<file path="src/rtl/fmpb_pkg.sv">
package fmpb_pkg;

  typedef enum logic {
    SLOT_WAIT = 1'b0,
    SLOT_OPEN = 1'b1
  } slot_e;

endpackage

</file>
<file path="src/rtl/fmpb_vs_edge.sv">
module fmpb_vs_edge (
  input  logic clk_i,
  input  logic rst_ni,
  input  logic vsync_i,
  output logic rise_o,
  output logic armed_o,
  output logic fmem_rst_o
);

  logic vs_q, vs_d;
  logic armed_q, armed_d;
  logic frst_q, frst_d;

  always_comb begin
    rise_o  = vsync_i & ~vs_q;
    vs_d    = vsync_i;
    armed_d = armed_q | rise_o;
    frst_d  = rise_o;
  end

  always_ff @(posedge clk_i or negedge rst_ni) begin
    if (!rst_ni) begin
      vs_q    <= 1'b0;
      armed_q <= 1'b0;
      frst_q  <= 1'b0;
    end else begin
      vs_q    <= vs_d;
      armed_q <= armed_d;
      frst_q  <= frst_d;
    end
  end

  assign armed_o    = armed_q;
  assign fmem_rst_o = frst_q;

  AST_FRST_SINGLE: assert property (@(posedge clk_i) disable iff (!rst_ni)
    fmem_rst_o |=> !fmem_rst_o);

endmodule

</file>
<file path="src/rtl/fmpb_pace.sv">
module fmpb_pace
  import fmpb_pkg::*;
(
  input  logic clk_i,
  input  logic rst_ni,
  input  logic en_i,
  output logic slot_o
);

  slot_e ph_q, ph_d;

  always_comb begin
    ph_d = ph_q;
    if (en_i) begin
      ph_d = (ph_q == SLOT_OPEN) ? SLOT_WAIT : SLOT_OPEN;
    end
  end

  always_ff @(posedge clk_i or negedge rst_ni) begin
    if (!rst_ni) begin
      ph_q <= SLOT_WAIT;
    end else begin
      ph_q <= ph_d;
    end
  end

  assign slot_o = en_i & (ph_q == SLOT_OPEN);

endmodule

</file>
<file path="src/rtl/fmpb_field_cnt.sv">
module fmpb_field_cnt #(
  parameter int unsigned CNT_W = 16
) (
  input  logic             clk_i,
  input  logic             rst_ni,
  input  logic             clr_i,
  input  logic             inc_i,
  output logic [CNT_W-1:0] cnt_o
);

  localparam logic [CNT_W-1:0] CNT_MAX = {CNT_W{1'b1}};

  logic [CNT_W-1:0] cnt_q, cnt_d;

  always_comb begin
    cnt_d = cnt_q;
    if (clr_i) begin
      cnt_d = '0;
    end else if (inc_i && (cnt_q != CNT_MAX)) begin
      cnt_d = cnt_q + 1'b1;
    end
  end

  always_ff @(posedge clk_i or negedge rst_ni) begin
    if (!rst_ni) begin
      cnt_q <= '0;
    end else begin
      cnt_q <= cnt_d;
    end
  end

  assign cnt_o = cnt_q;

  AST_CNT_SATURATES: assert property (@(posedge clk_i) disable iff (!rst_ni)
    (cnt_q == CNT_MAX && !clr_i) |=> cnt_q == CNT_MAX);

endmodule

</file>
<file path="src/rtl/fmpb_seq.sv">
module fmpb_seq #(
  parameter int unsigned PIX_W = 16,
  parameter int unsigned CNT_W = 16,
  parameter int unsigned SYNC_STAGES = 2
) (
  input  logic             clk_i,
  input  logic             rst_ni,
  input  logic             llc_en_i,
  input  logic             vsync_i,
  input  logic             fifo_empty_i,
  input  logic [PIX_W-1:0] fifo_data_i,
  output logic             fifo_pop_o,
  output logic [PIX_W-1:0] pix_o,
  output logic             pix_we_o,
  output logic             fmem_rst_o,
  output logic [CNT_W-1:0] field_count_o
);

  // reset: asserted asynchronously, released through a synchronizer chain
  logic [SYNC_STAGES-1:0] rst_sync_q;
  logic                   rst_n;

  always_ff @(posedge clk_i or negedge rst_ni) begin
    if (!rst_ni) begin
      rst_sync_q <= '0;
    end else begin
      rst_sync_q <= {rst_sync_q[SYNC_STAGES-2:0], 1'b1};
    end
  end
  assign rst_n = rst_sync_q[SYNC_STAGES-1];

  logic vs_rise, armed, slot;

  fmpb_vs_edge u_vs (
    .clk_i      (clk_i),
    .rst_ni     (rst_n),
    .vsync_i    (vsync_i),
    .rise_o     (vs_rise),
    .armed_o    (armed),
    .fmem_rst_o (fmem_rst_o)
  );

  fmpb_pace u_pace (
    .clk_i  (clk_i),
    .rst_ni (rst_n),
    .en_i   (llc_en_i),
    .slot_o (slot)
  );

  logic pop;
  assign pop        = slot & armed & ~fifo_empty_i & ~vs_rise;
  assign fifo_pop_o = pop;

  fmpb_field_cnt #(.CNT_W(CNT_W)) u_cnt (
    .clk_i  (clk_i),
    .rst_ni (rst_n),
    .clr_i  (vs_rise),
    .inc_i  (pop),
    .cnt_o  (field_count_o)
  );

  // output pixel register, loaded only on a pop
  logic [PIX_W-1:0] pix_q, pix_d;
  logic             we_q, we_d;

  always_comb begin
    pix_d = pix_q;
    we_d  = pop;
    if (pop) begin
      pix_d = fifo_data_i;
    end
  end

  always_ff @(posedge clk_i or negedge rst_n) begin
    if (!rst_n) begin
      pix_q <= '0;
      we_q  <= 1'b0;
    end else begin
      pix_q <= pix_d;
      we_q  <= we_d;
    end
  end

  assign pix_o    = pix_q;
  assign pix_we_o = we_q;

  AST_POP_QUALIFIED: assert property (@(posedge clk_i) disable iff (!rst_n)
    fifo_pop_o |-> (llc_en_i && !fifo_empty_i));
  AST_POP_SPACED: assert property (@(posedge clk_i) disable iff (!rst_n)
    fifo_pop_o |=> !fifo_pop_o);
  AST_WE_AFTER_POP: assert property (@(posedge clk_i) disable iff (!rst_n)
    fifo_pop_o |=> (pix_we_o && pix_o == $past(fifo_data_i)));
  AST_IDLE_HOLDS: assert property (@(posedge clk_i) disable iff (!rst_n)
    !fifo_pop_o |=> (!pix_we_o && $stable(pix_o)));
  AST_FRST_NO_WE: assert property (@(posedge clk_i) disable iff (!rst_n)
    fmem_rst_o |-> !pix_we_o);
  AST_CNT_CLEARED: assert property (@(posedge clk_i) disable iff (!rst_n)
    fmem_rst_o |-> field_count_o == '0);

endmodule

</file>
<file path="config.mk">
export PLATFORM = sky130hd
export DESIGN_NAME = fmpb_seq
export DESIGN_NICKNAME = d
export VERILOG_FILES = /design/src/rtl/fmpb_pkg.sv /design/src/rtl/fmpb_vs_edge.sv /design/src/rtl/fmpb_pace.sv /design/src/rtl/fmpb_field_cnt.sv /design/src/rtl/fmpb_seq.sv
export SDC_FILE = /design/constraint.sdc
export NUM_CORES = 1
export LEC_CHECK = 0
export ABC_AREA = 1
export BUFFER_PORTS_ARGS = -buffer_cell sky130_fd_sc_hd__buf_2
export CAP_MARGIN = 25
export CORE_MARGIN = 2
export CORE_UTILIZATION = 46
export CTS_CLUSTER_SIZE = 16
export DETAILED_ROUTE_END_ITERATION = 8
export PLACE_DENSITY = 0.73
export SYNTH_ARGS = -nofsm -noshare
export SYNTH_HDL_FRONTEND = slang
export SYNTH_SLANG_ARGS = --single-unit
</file>
<file path="constraint.sdc">
create_clock -name clk_i -period 1.6 [get_ports clk_i]
set_input_delay 0.32 -clock clk_i [delete_from_list [all_inputs] [get_ports clk_i]]
set_output_delay 0.32 -clock clk_i [all_outputs]
set_load 0.01 [all_outputs]
</file>
==> impl_metrics.toml, run 1 <==
[clock_tree]
cts_tree = "built"
root_buffer = "clkbuf_8"
clk_pin_slew_ps = 80
htree_levels = 2
clockBufferDepth = 2
cts_sinks = 39
cts_buffers = 5
clk_latency_ps = 290

[route]
vias_per_cell = 4.81
wl_um = 4410
drt-pass1-iter-count = 4
wl_met1_um = 1900
drc = 0
vias = 1784
top_layer_used = "met4"
postRouteAntennaNets = 0
dr_wl_met2_um = 2100
wl_met3_um = 315
wl_per_cell_um = 11.9
drt_iter0_markers = 156

[floorplan]
coreArea_um2 = 3940
fp.dieW_um = 67.4
ioPinCount = 56
start_util_pct = 46.8
num_rows = 23
die-area_um2 = 4540
fp.dieH_um = 67.4

[worst_setup_path]
cp-start-kind = "flop"
path_buf_inv = 1
worst_setup_path_end_kind = "flop"
crit_type = "reg -> reg"
arrival_ps = 1840
slowest_stage = "dfrtp_1"
required_ps = 1840
crit_family = "simple AND/OR/NAND/NOR gates"
worstPathCellList = "ha_2 > nand2_2 > nor2_4 > nand2_2 > nor2_4 > nor2_4 > buf_12 > nor2_4 > nand2_1 > nand2_1"
cp_slowest_stage_delay_ps = 380
critPathMaxFanout = 16
crit_top_cell = "nor2_4"

[timing]
timing.final.ws_setup_ps = -4.61
clock_skew_ps = 4.08
fmax_ghz = 0.623
min_period_ps = 1600
setup_tns_ps = -7.15
hold_viol_final = 0
rsz0062_at_grt = "true"
finalCritPeriodShare_pct = 100
fin_hold_ws_ps = 152
drv_slew = 0
setup_viol = 3

[placed_design]
preCtsSetupSlack_ps = -10.1
dp.cells = 352
place.gp.congestion = 0.855
dpl.hpwl_um = 2910
place_area_um2 = 2300
portBuffers = 55

[final_layout]
syn_to_final_growth_pct = 37.6
final_util_pct = 64.5
diodes = 0
nets = 343
fill_cells = 343
final_cell_area_um2 = 2540
final_cells = 371
drive_above_1_share_pct = 32.7

[synth]
ys_types = 23
synthFlopType = "dfrtp_1"
synth_fp_nets = 255
synthTopCellsByCount = "113 x nand2_1, 39 x dfrtp_1, 19 x nor2_1"
synth-async-reset-ratio_pct = 100
postSynthAreaPerCell_um2 = 7.93
ys.warnings.count = 0
yosys.area.top_type_share_pct = 52.8
syn_area_um2 = 1850
ys_seq_elements = 39
netlist_instances = 233
synthTopCellsByArea = "dfrtp_1 53%, nand2_1 23%, nor2_1 3.9%"
synth.most_common_cell = "nand2_1"
yosysSeqAreaShare_pct = 52.8
synth_edf_count = 0
yosys.area.top_type = "dfrtp_1"

[flow_run]
drv_cap = 0

[global_route]
grt_overflow_total = 0
grt_max_degree = 38
gr-usage-all-layers_pct = 20.6
grt_pass1_vias = 1532
grt_pass1_wl_um = 6830
antenna_found_initial = 0

[outcome]
status = "complete, but fails checks"
violations = "setup timing"

[min_path]
worstHoldPathType = "in -> reg"

[power_and_ir_drop]
leakage_nw = 1.43
power_density_nw_per_um2 = 948
power_mw = 2.41
ir_drop_mv = 0.718
## state kept, by name, summed over array words and instances, names as in the netlist
name and count:
pix_o 16, pix_we_o 1, u_vs.fmem_rst_o 1, u_cnt.cnt_o 16
u_pace.ph_q 1, u_vs.vs_q 1, u_vs.armed_o 1, rst_sync_q 2
## worst register-to-register path, delay by kind of cell, from the launching register on
family                   cells  cell delay, ps
adder cells (fa/ha/maj)      1             200
buffers and inverters        1             150
flip-flops                   1             380
AND/OR/NAND/NOR              8             840
## final timing paths
| path | start | end | slack (ps) | depth (start not counted) |
|---|---|---|---|---|
| min in group asynchronous | rst_sync_q[1]$_DFF_PN0_ | u_cnt.cnt_o[2]$_DFFE_PN0P_ | 280 | 1 |
| max reg2reg | u_cnt.cnt_o[0]$_DFFE_PN0P_ | u_cnt.cnt_o[10]$_DFFE_PN0P_ | -5 | 10 |
| max in group asynchronous | rst_sync_q[1]$_DFF_PN0_ | u_cnt.cnt_o[15]$_DFFE_PN0P_ | 1000 | 1 |
| min | vsync_i | u_vs.vs_q$_DFF_PN0_ | 150 | 1 |
| max | u_cnt.cnt_o[0]$_DFFE_PN0P_ | u_cnt.cnt_o[10]$_DFFE_PN0P_ | -5 | 10 |
| min reg2reg | rst_sync_q[1]$_DFF_PN0_ | u_cnt.cnt_o[2]$_DFFE_PN0P_ | 280 | 1 |
## what timing repair did
action / in CTS / in global routing
buffers inserted: 3 / 9
pin swaps: 6 / 11
gates cloned: 1 / 0
hold buffers: 1 / 0
setup endpoints to repair: 17 / 17
resized for setup: 4 / 5
endpoints found under the hold margin: 2 / 0
## area by class of cell
| cell class | count | area, um2 | area share, % |
|---|---|---|---|
| timing repair buffer | 85 | 515 | 20.3 |
| multi-input combinational | 176 | 828 | 32.6 |
| sequential | 39 | 976 | 38.4 |
| inverter | 14 | 52.6 | 2.07 |
| tap | 50 | 62.6 | 2.46 |
| clock inverter | 2 | 37.5 | 1.48 |
| clock buffer | 5 | 68.8 | 2.71 |
## power breakdown
group | internal, mW | switching [mW] | leakage (nW)
Combinational | 0.192 | 0.246 | 0.875
Clock | 0.455 | 0.346 | 0.0502
Sequential | 1.10 | 0.0646 | 0.504
Total | 1.75 | 0.656 | 1.43
## layout by cell type, fill, tap and decap left out, types with 3 or more instances in the layout
master    instances
xor2_1            5
inv_1            13
nand4_1           7
a21oi_1           3
nor2_1           17
buf_4            28
clkbuf_8          5
nor2_4            4
buf_2            55
nor2_2            3
dfrtp_1          39
nand3_1          13
nand2_2           4
nand2_1         110
o21ai_0           3
## cell families (layout without fill, tap and decap cells)
logic type                 Yosys count  count (layout)  synth area share, %
and+or+nand+nor                    160             161                 37.0
AOI/OAI and AO/OA                    7               7                 2.03
adders and majority gates            1               1                0.677
DFF                                 39              39                 52.8
xor gates and xnor gates             6               6                 2.85
buffers and inverters               19             106                 4.40
other                                1               1                0.203
## metal layers
metal / GRT usage, % / vias to the layer above
met3: 5.67 / 10
li1: - / 904
met4: 9.18 / 0
met2: 33.8 / 78
met1: 25.4 / 792
met5: 0 / -
(Power assumes the default switching activity.)
==> run 2: changes to the inputs <==
--- a/config.mk
+++ b/config.mk
@@ -8,11 +8,14 @@
 export ABC_AREA = 1
 export BUFFER_PORTS_ARGS = -buffer_cell sky130_fd_sc_hd__buf_2
 export CAP_MARGIN = 25
+export CELL_PAD_IN_SITES_DETAIL_PLACEMENT = 2
+export CELL_PAD_IN_SITES_GLOBAL_PLACEMENT = 2
 export CORE_MARGIN = 2
-export CORE_UTILIZATION = 46
+export CORE_UTILIZATION = 28
 export CTS_CLUSTER_SIZE = 16
 export DETAILED_ROUTE_END_ITERATION = 8
-export PLACE_DENSITY = 0.73
+export HOLD_SLACK_MARGIN = 0.15
+export PLACE_DENSITY_LB_ADDON = 0.1
 export SYNTH_ARGS = -nofsm -noshare
 export SYNTH_HDL_FRONTEND = slang
 export SYNTH_SLANG_ARGS = --single-unit
==> impl_metrics.toml, run 2 (synthesis gave the netlist of run 1 again) <==
[outcome]
status = "complete, but fails checks"
violations = "setup timing"

[min_path]
worstHoldPathType = "in -> reg"

[placed_design]
portBuffers = 55
place.gp.congestion = 0.745
dpl.hpwl_um = 4360
preCtsSetupSlack_ps = -1.23

[final_layout]
diodes = 0
mostFrequentLayoutCells = "107 x nand2_1, 55 x buf_2, 37 x dfrtp_1, 27 x buf_4, 16 x nor2_1"
nets = 348
drive_above_1_share_pct = 36.1
final_util_pct = 42.2
layout_commonest_cell = "nand2_1"
syn_to_final_growth_pct = 45.1

[worst_setup_path]
crit_top_cell = "nor2_4"
cp_slowest_stage_delay_ps = 410
required_ps = 1790
cp-start-kind = "flop"
worstPathCellList = "ha_2 > nand2_2 > nor2_4 > nand2_2 > nor2_4 > nor2_4 > buf_6 > nor2_4 > buf_12 > nand2_1 > nand2_1"
slowest_stage = "dfrtp_1"
arrival_ps = 1850
critPathMaxFanout = 8
worst_setup_path_end_kind = "flop"
crit_type = "reg -> reg"

[clock_tree]
cts_buffers = 5
root_buffer = "clkbuf_8"
cts_tree = "built"
clockBufferDepth = 2
clk_latency_ps = 310
clk_pin_slew_ps = 80
cts_sinks = 39
htree_levels = 2

[timing]
relSlewSlack_pct = 66.6
setup_tns_ps = -249
fmax_ghz = 0.602
finalCritPeriodShare_pct = 104
worst_pin_slew_ps = 501
clock_skew_ps = 6.39
timing.final.ws_setup_ps = -61.3
setup_viol = 15
drv_slew = 0
fin_hold_ws_ps = 208
min_period_ps = 1660
rsz0062_at_grt = "true"
hold_viol_final = 0

[global_route]
grt_pass1_vias = 2019
grtUsageMet3_pct = 4.18
global_route.usage.met1_pct = 22.0
grt_pass1_wl_um = 10100
grt_max_degree = 38
use_met2_pct = 32.0
grt_busiest_layer = "met2"
gr-usage-all-layers_pct = 18.1
antenna_found_initial = 0
grt_overflow_total = 0

[power_and_ir_drop]
ir_drop_mv = 0.456
power_mw = 2.57
power_density_nw_per_um2 = 958
leakage_nw = 1.48

[route]
postRouteAntennaNets = 0
vias_per_cell = 4.77
wl_per_cell_um = 17.1
vias = 1927
wl_um = 6910
drt-pass1-iter-count = 2
drt_iter0_markers = 49
drc = 0

[flow_run]
drv_cap = 0

[floorplan]
ioPinCount = 56
start_util_pct = 29.1
fp.dieH_um = 85.2
num_rows = 29
fp.dieW_um = 85.2
coreArea_um2 = 6350
die-area_um2 = 7260
-- run 2: worst max-delay path: cells and delay by family (launching register included) --
| family | cells | cell delay (ps) |
|---|---|---|
| DFF | 1 | 410 |
| adders and majority gates | 1 | 220 |
| buffers and inverters | 2 | 290 |
| and+or+nand+nor | 8 | 640 |
-- run 2: final timing paths --
kind                                            start  slack [ps]                          end  depth (start not counted)
setup / recovery           u_cnt.cnt_o[1]$_DFFE_PN0P_         -60   u_cnt.cnt_o[3]$_DFFE_PN0P_                         11
hold / removal                        fifo_data_i[11]         210        pix_o[11]$_DFFE_PN0P_                          3
setup reg to reg           u_cnt.cnt_o[1]$_DFFE_PN0P_         -60   u_cnt.cnt_o[3]$_DFFE_PN0P_                         11
hold reg to reg               rst_sync_q[1]$_DFF_PN0_         300      u_pace.ph_q$_DFFE_PN0P_                          1
max in group asynchronous     rst_sync_q[1]$_DFF_PN0_         930  u_cnt.cnt_o[14]$_DFFE_PN0P_                          1
min in group asynchronous     rst_sync_q[1]$_DFF_PN0_         300      u_pace.ph_q$_DFFE_PN0P_                          1
-- run 2: area by class of cell --
class,instances,area (um2)
Sequential cell,39,978
Fill cell,751,3670
Clock buffer,6,82.6
Multi-Input combinational cell,176,843
Clock inverter,2,35.0
Inverter,14,52.6
Tap cell,77,96.3
Timing Repair Buffer,90,592
-- run 2: layer usage --
| metal | vias up | part of all wire (%) |
|---|---|---|
| met3 | 7 | 3.8 |
| met1 | 974 | 42 |
| li1 | 904 | - |
| met5 | - | 0 |
| met4 | 0 | 1.4 |
| met2 | 42 | 53 |
-- run 2: stage by stage --
stage                     instances  area, um2
final                           404       2680
after global routing            404       2680
after CTS                       393       2520
after detailed placement        382       2350
after global placement          382       2350
after floorplan                 233       1850
-- run 2: where the power goes --
| group | internal (mW) | switching [mW] | total [mW] |
|---|---|---|---|
| registers | 1.10 | 0.0649 | 1.17 |
| clock network | 0.506 | 0.400 | 0.905 |
| logic | 0.213 | 0.279 | 0.492 |
-- run 2: timing repair --
item                                   4_1_cts  5_1_grt
setup buffers                                1        9
hold buffers                                 2        0
endpoints found under the hold margin        3        0
cloned                                       0        2
pin swaps                                    1       16
gates resized for setup                      7       15
setup endpoints to repair                    7       17
==> run 3: changes to the inputs <==
--- a/config.mk
+++ b/config.mk
@@ -6,14 +6,14 @@
 export NUM_CORES = 1
 export LEC_CHECK = 0
 export ABC_AREA = 1
-export BUFFER_PORTS_ARGS = -buffer_cell sky130_fd_sc_hd__buf_2
 export CAP_MARGIN = 25
 export CELL_PAD_IN_SITES_DETAIL_PLACEMENT = 2
 export CELL_PAD_IN_SITES_GLOBAL_PLACEMENT = 2
 export CORE_MARGIN = 2
-export CORE_UTILIZATION = 28
+export CORE_UTILIZATION = 34
 export CTS_CLUSTER_SIZE = 16
 export DETAILED_ROUTE_END_ITERATION = 8
+export DONT_BUFFER_PORTS = 1
 export HOLD_SLACK_MARGIN = 0.15
 export PLACE_DENSITY_LB_ADDON = 0.1
 export SYNTH_ARGS = -nofsm -noshare
==> impl_metrics.toml, run 3 (synthesis gave the netlist of run 1 again) <==
[outcome]
status = "complete, but fails checks"
violations = "setup timing"

[floorplan]
fp.dieH_um = 77.7
fp.dieW_um = 77.7
ioPinCount = 56
num_rows = 26
die-area_um2 = 6040
start_util_pct = 35.7
coreArea_um2 = 5170

[route]
drt_iter0_markers = 95
wl_per_cell_um = 18.8
wl_um = 6820
drt-pass1-iter-count = 4
drc = 0
vias = 1799
postRouteAntennaNets = 0
vias_per_cell = 4.97

[final_layout]
layout_commonest_cell = "nand2_1"
diodes = 0
drive_above_1_share_pct = 22.6
syn_to_final_growth_pct = 38.5
final_cell_area_um2 = 2560
final_util_pct = 49.5
mostFrequentLayoutCells = "104 x nand2_1, 39 x dfrtp_1, 34 x buf_4, 18 x dlygate4sd3_1, 17 x nor2_1"
nets = 313

[global_route]
antenna_found_initial = 0
grt_overflow_total = 0
grt_max_degree = 22
gr-usage-all-layers_pct = 21.8
grt_pass1_wl_um = 10300
grt_pass1_vias = 2043

[timing]
drv_slew = 0
fmax_ghz = 0.594
clock_skew_ps = 4.44
hold_viol_final = 0
setup_tns_ps = -463
fin_hold_ws_ps = 204
finalCritPeriodShare_pct = 105
rsz0062_at_grt = "true"
min_period_ps = 1680
setup_viol = 11
timing.final.ws_setup_ps = -84.4

[worst_setup_path]
timing.rr.start = "u_cnt.cnt_o[0]$_DFFE_PN0P_"
required_ps = 1850
cp-start-kind = "flop"
arrival_ps = 1930
critPathMaxFanout = 7
r2r_slack_ps = -80
worst_setup_path_end_kind = "flop"
crit_type = "reg -> reg"
worstRegToRegCells = 11
reg2reg_to = "u_cnt.cnt_o[2]$_DFFE_PN0P_"

[clock_tree]
clk_latency_ps = 310
clockBufferDepth = 2
cts_tree = "built"
root_buffer = "clkbuf_8"
clk_pin_slew_ps = 90
htree_levels = 2
cts_buffers = 5
cts_sinks = 39

[flow_run]
drv_cap = 0

[placed_design]
dpl.hpwl_um = 4230
portBuffers = 0
place_area_um2 = 2080
place.gp.congestion = 0.849

[min_path]
worstHoldPathType = "in -> reg"
hp-start = "llc_en_i"
hold_depth = 2
min_to = "u_pace.ph_q$_DFFE_PN0P_"

[power_and_ir_drop]
power_density_nw_per_um2 = 921
leakage_nw = 1.31
ir_drop_mv = 0.605
run 3: how the worst max path moves through the flow:
stage	start	cells after the start	to	slack [ps]
4_1_cts	u_cnt.cnt_o[0]$_DFFE_PN0P_	10	u_cnt.cnt_o[1]$_DFFE_PN0P_	4
6_report	u_cnt.cnt_o[0]$_DFFE_PN0P_	11	u_cnt.cnt_o[2]$_DFFE_PN0P_	-80
3_3_place_gp	u_cnt.cnt_o[0]$_DFFE_PN0P_	9	u_cnt.cnt_o[9]$_DFFE_PN0P_	7
5_1_grt	u_cnt.cnt_o[0]$_DFFE_PN0P_	11	u_cnt.cnt_o[2]$_DFFE_PN0P_	-170
2_1_floorplan	u_cnt.cnt_o[0]$_DFFE_PN0P_	9	u_cnt.cnt_o[12]$_DFFE_PN0P_	30
3_5_place_dp	u_cnt.cnt_o[0]$_DFFE_PN0P_	9	u_cnt.cnt_o[0]$_DFFE_PN0P_	-80
run 3: worst max-delay path, stage by stage (launching register included):
cell,delay (ps)
dfrtp_1,370
ha_2,190
nand2_2,70
nor2_4,150
nand2_4,80
nor2_4,150
nor2_4,50
buf_12,140
nor2_4,160
buf_12,140
nand2_2,60
nand2_2,60
run 3: power by group:
part | leakage, nW | switching, mW | internal, mW | total (mW)
clock | 0.0474 | 0.405 | 0.353 | 0.757
sequential | 0.504 | 0.147 | 1.10 | 1.25
combinational | 0.761 | 0.192 | 0.155 | 0.348
run 3: cell type report:
class / instances / area, um2
clock buffer: 6 / 82.6
fill: 579 / 2610
clock inverter: 2 / 16.3
sequential: 39 / 976
multi-input combinational: 176 / 848
inverter: 14 / 52.6
tap: 70 / 87.6
timing repair buffer: 55 / 495
run 3: routing by layer:
layer	vias up	share of wire (%)	global-route usage, %
li1	838	-	-
met1	891	41	24.5
met2	55	52	40.3
met3	15	4.6	6.74
met4	0	2.2	4.64
met5	-	0	0
run 3: repair_timing:
| action | CTS | global route |
|---|---|---|
| hold buffers | 18 | 0 |
| gates cloned | 1 | 0 |
| hold endpoints to repair | 19 | 0 |
| pin swaps | 5 | 8 |
| setup endpoints to repair | 17 | 17 |
| gates resized for setup | 3 | 16 |
| buffers inserted | 2 | 13 |
run 3: through the flow:
stage,instances,power [mW],setup WS (ps)
6_report,362,2.36,-84.4
5_1_grt,362,2.48,-172
4_1_cts,350,2.31,4.07
3_5_place_dp,321,1.51,-75.5
3_3_place_gp,321,1.48,6.55
2_1_floorplan,233,1.40,27.9
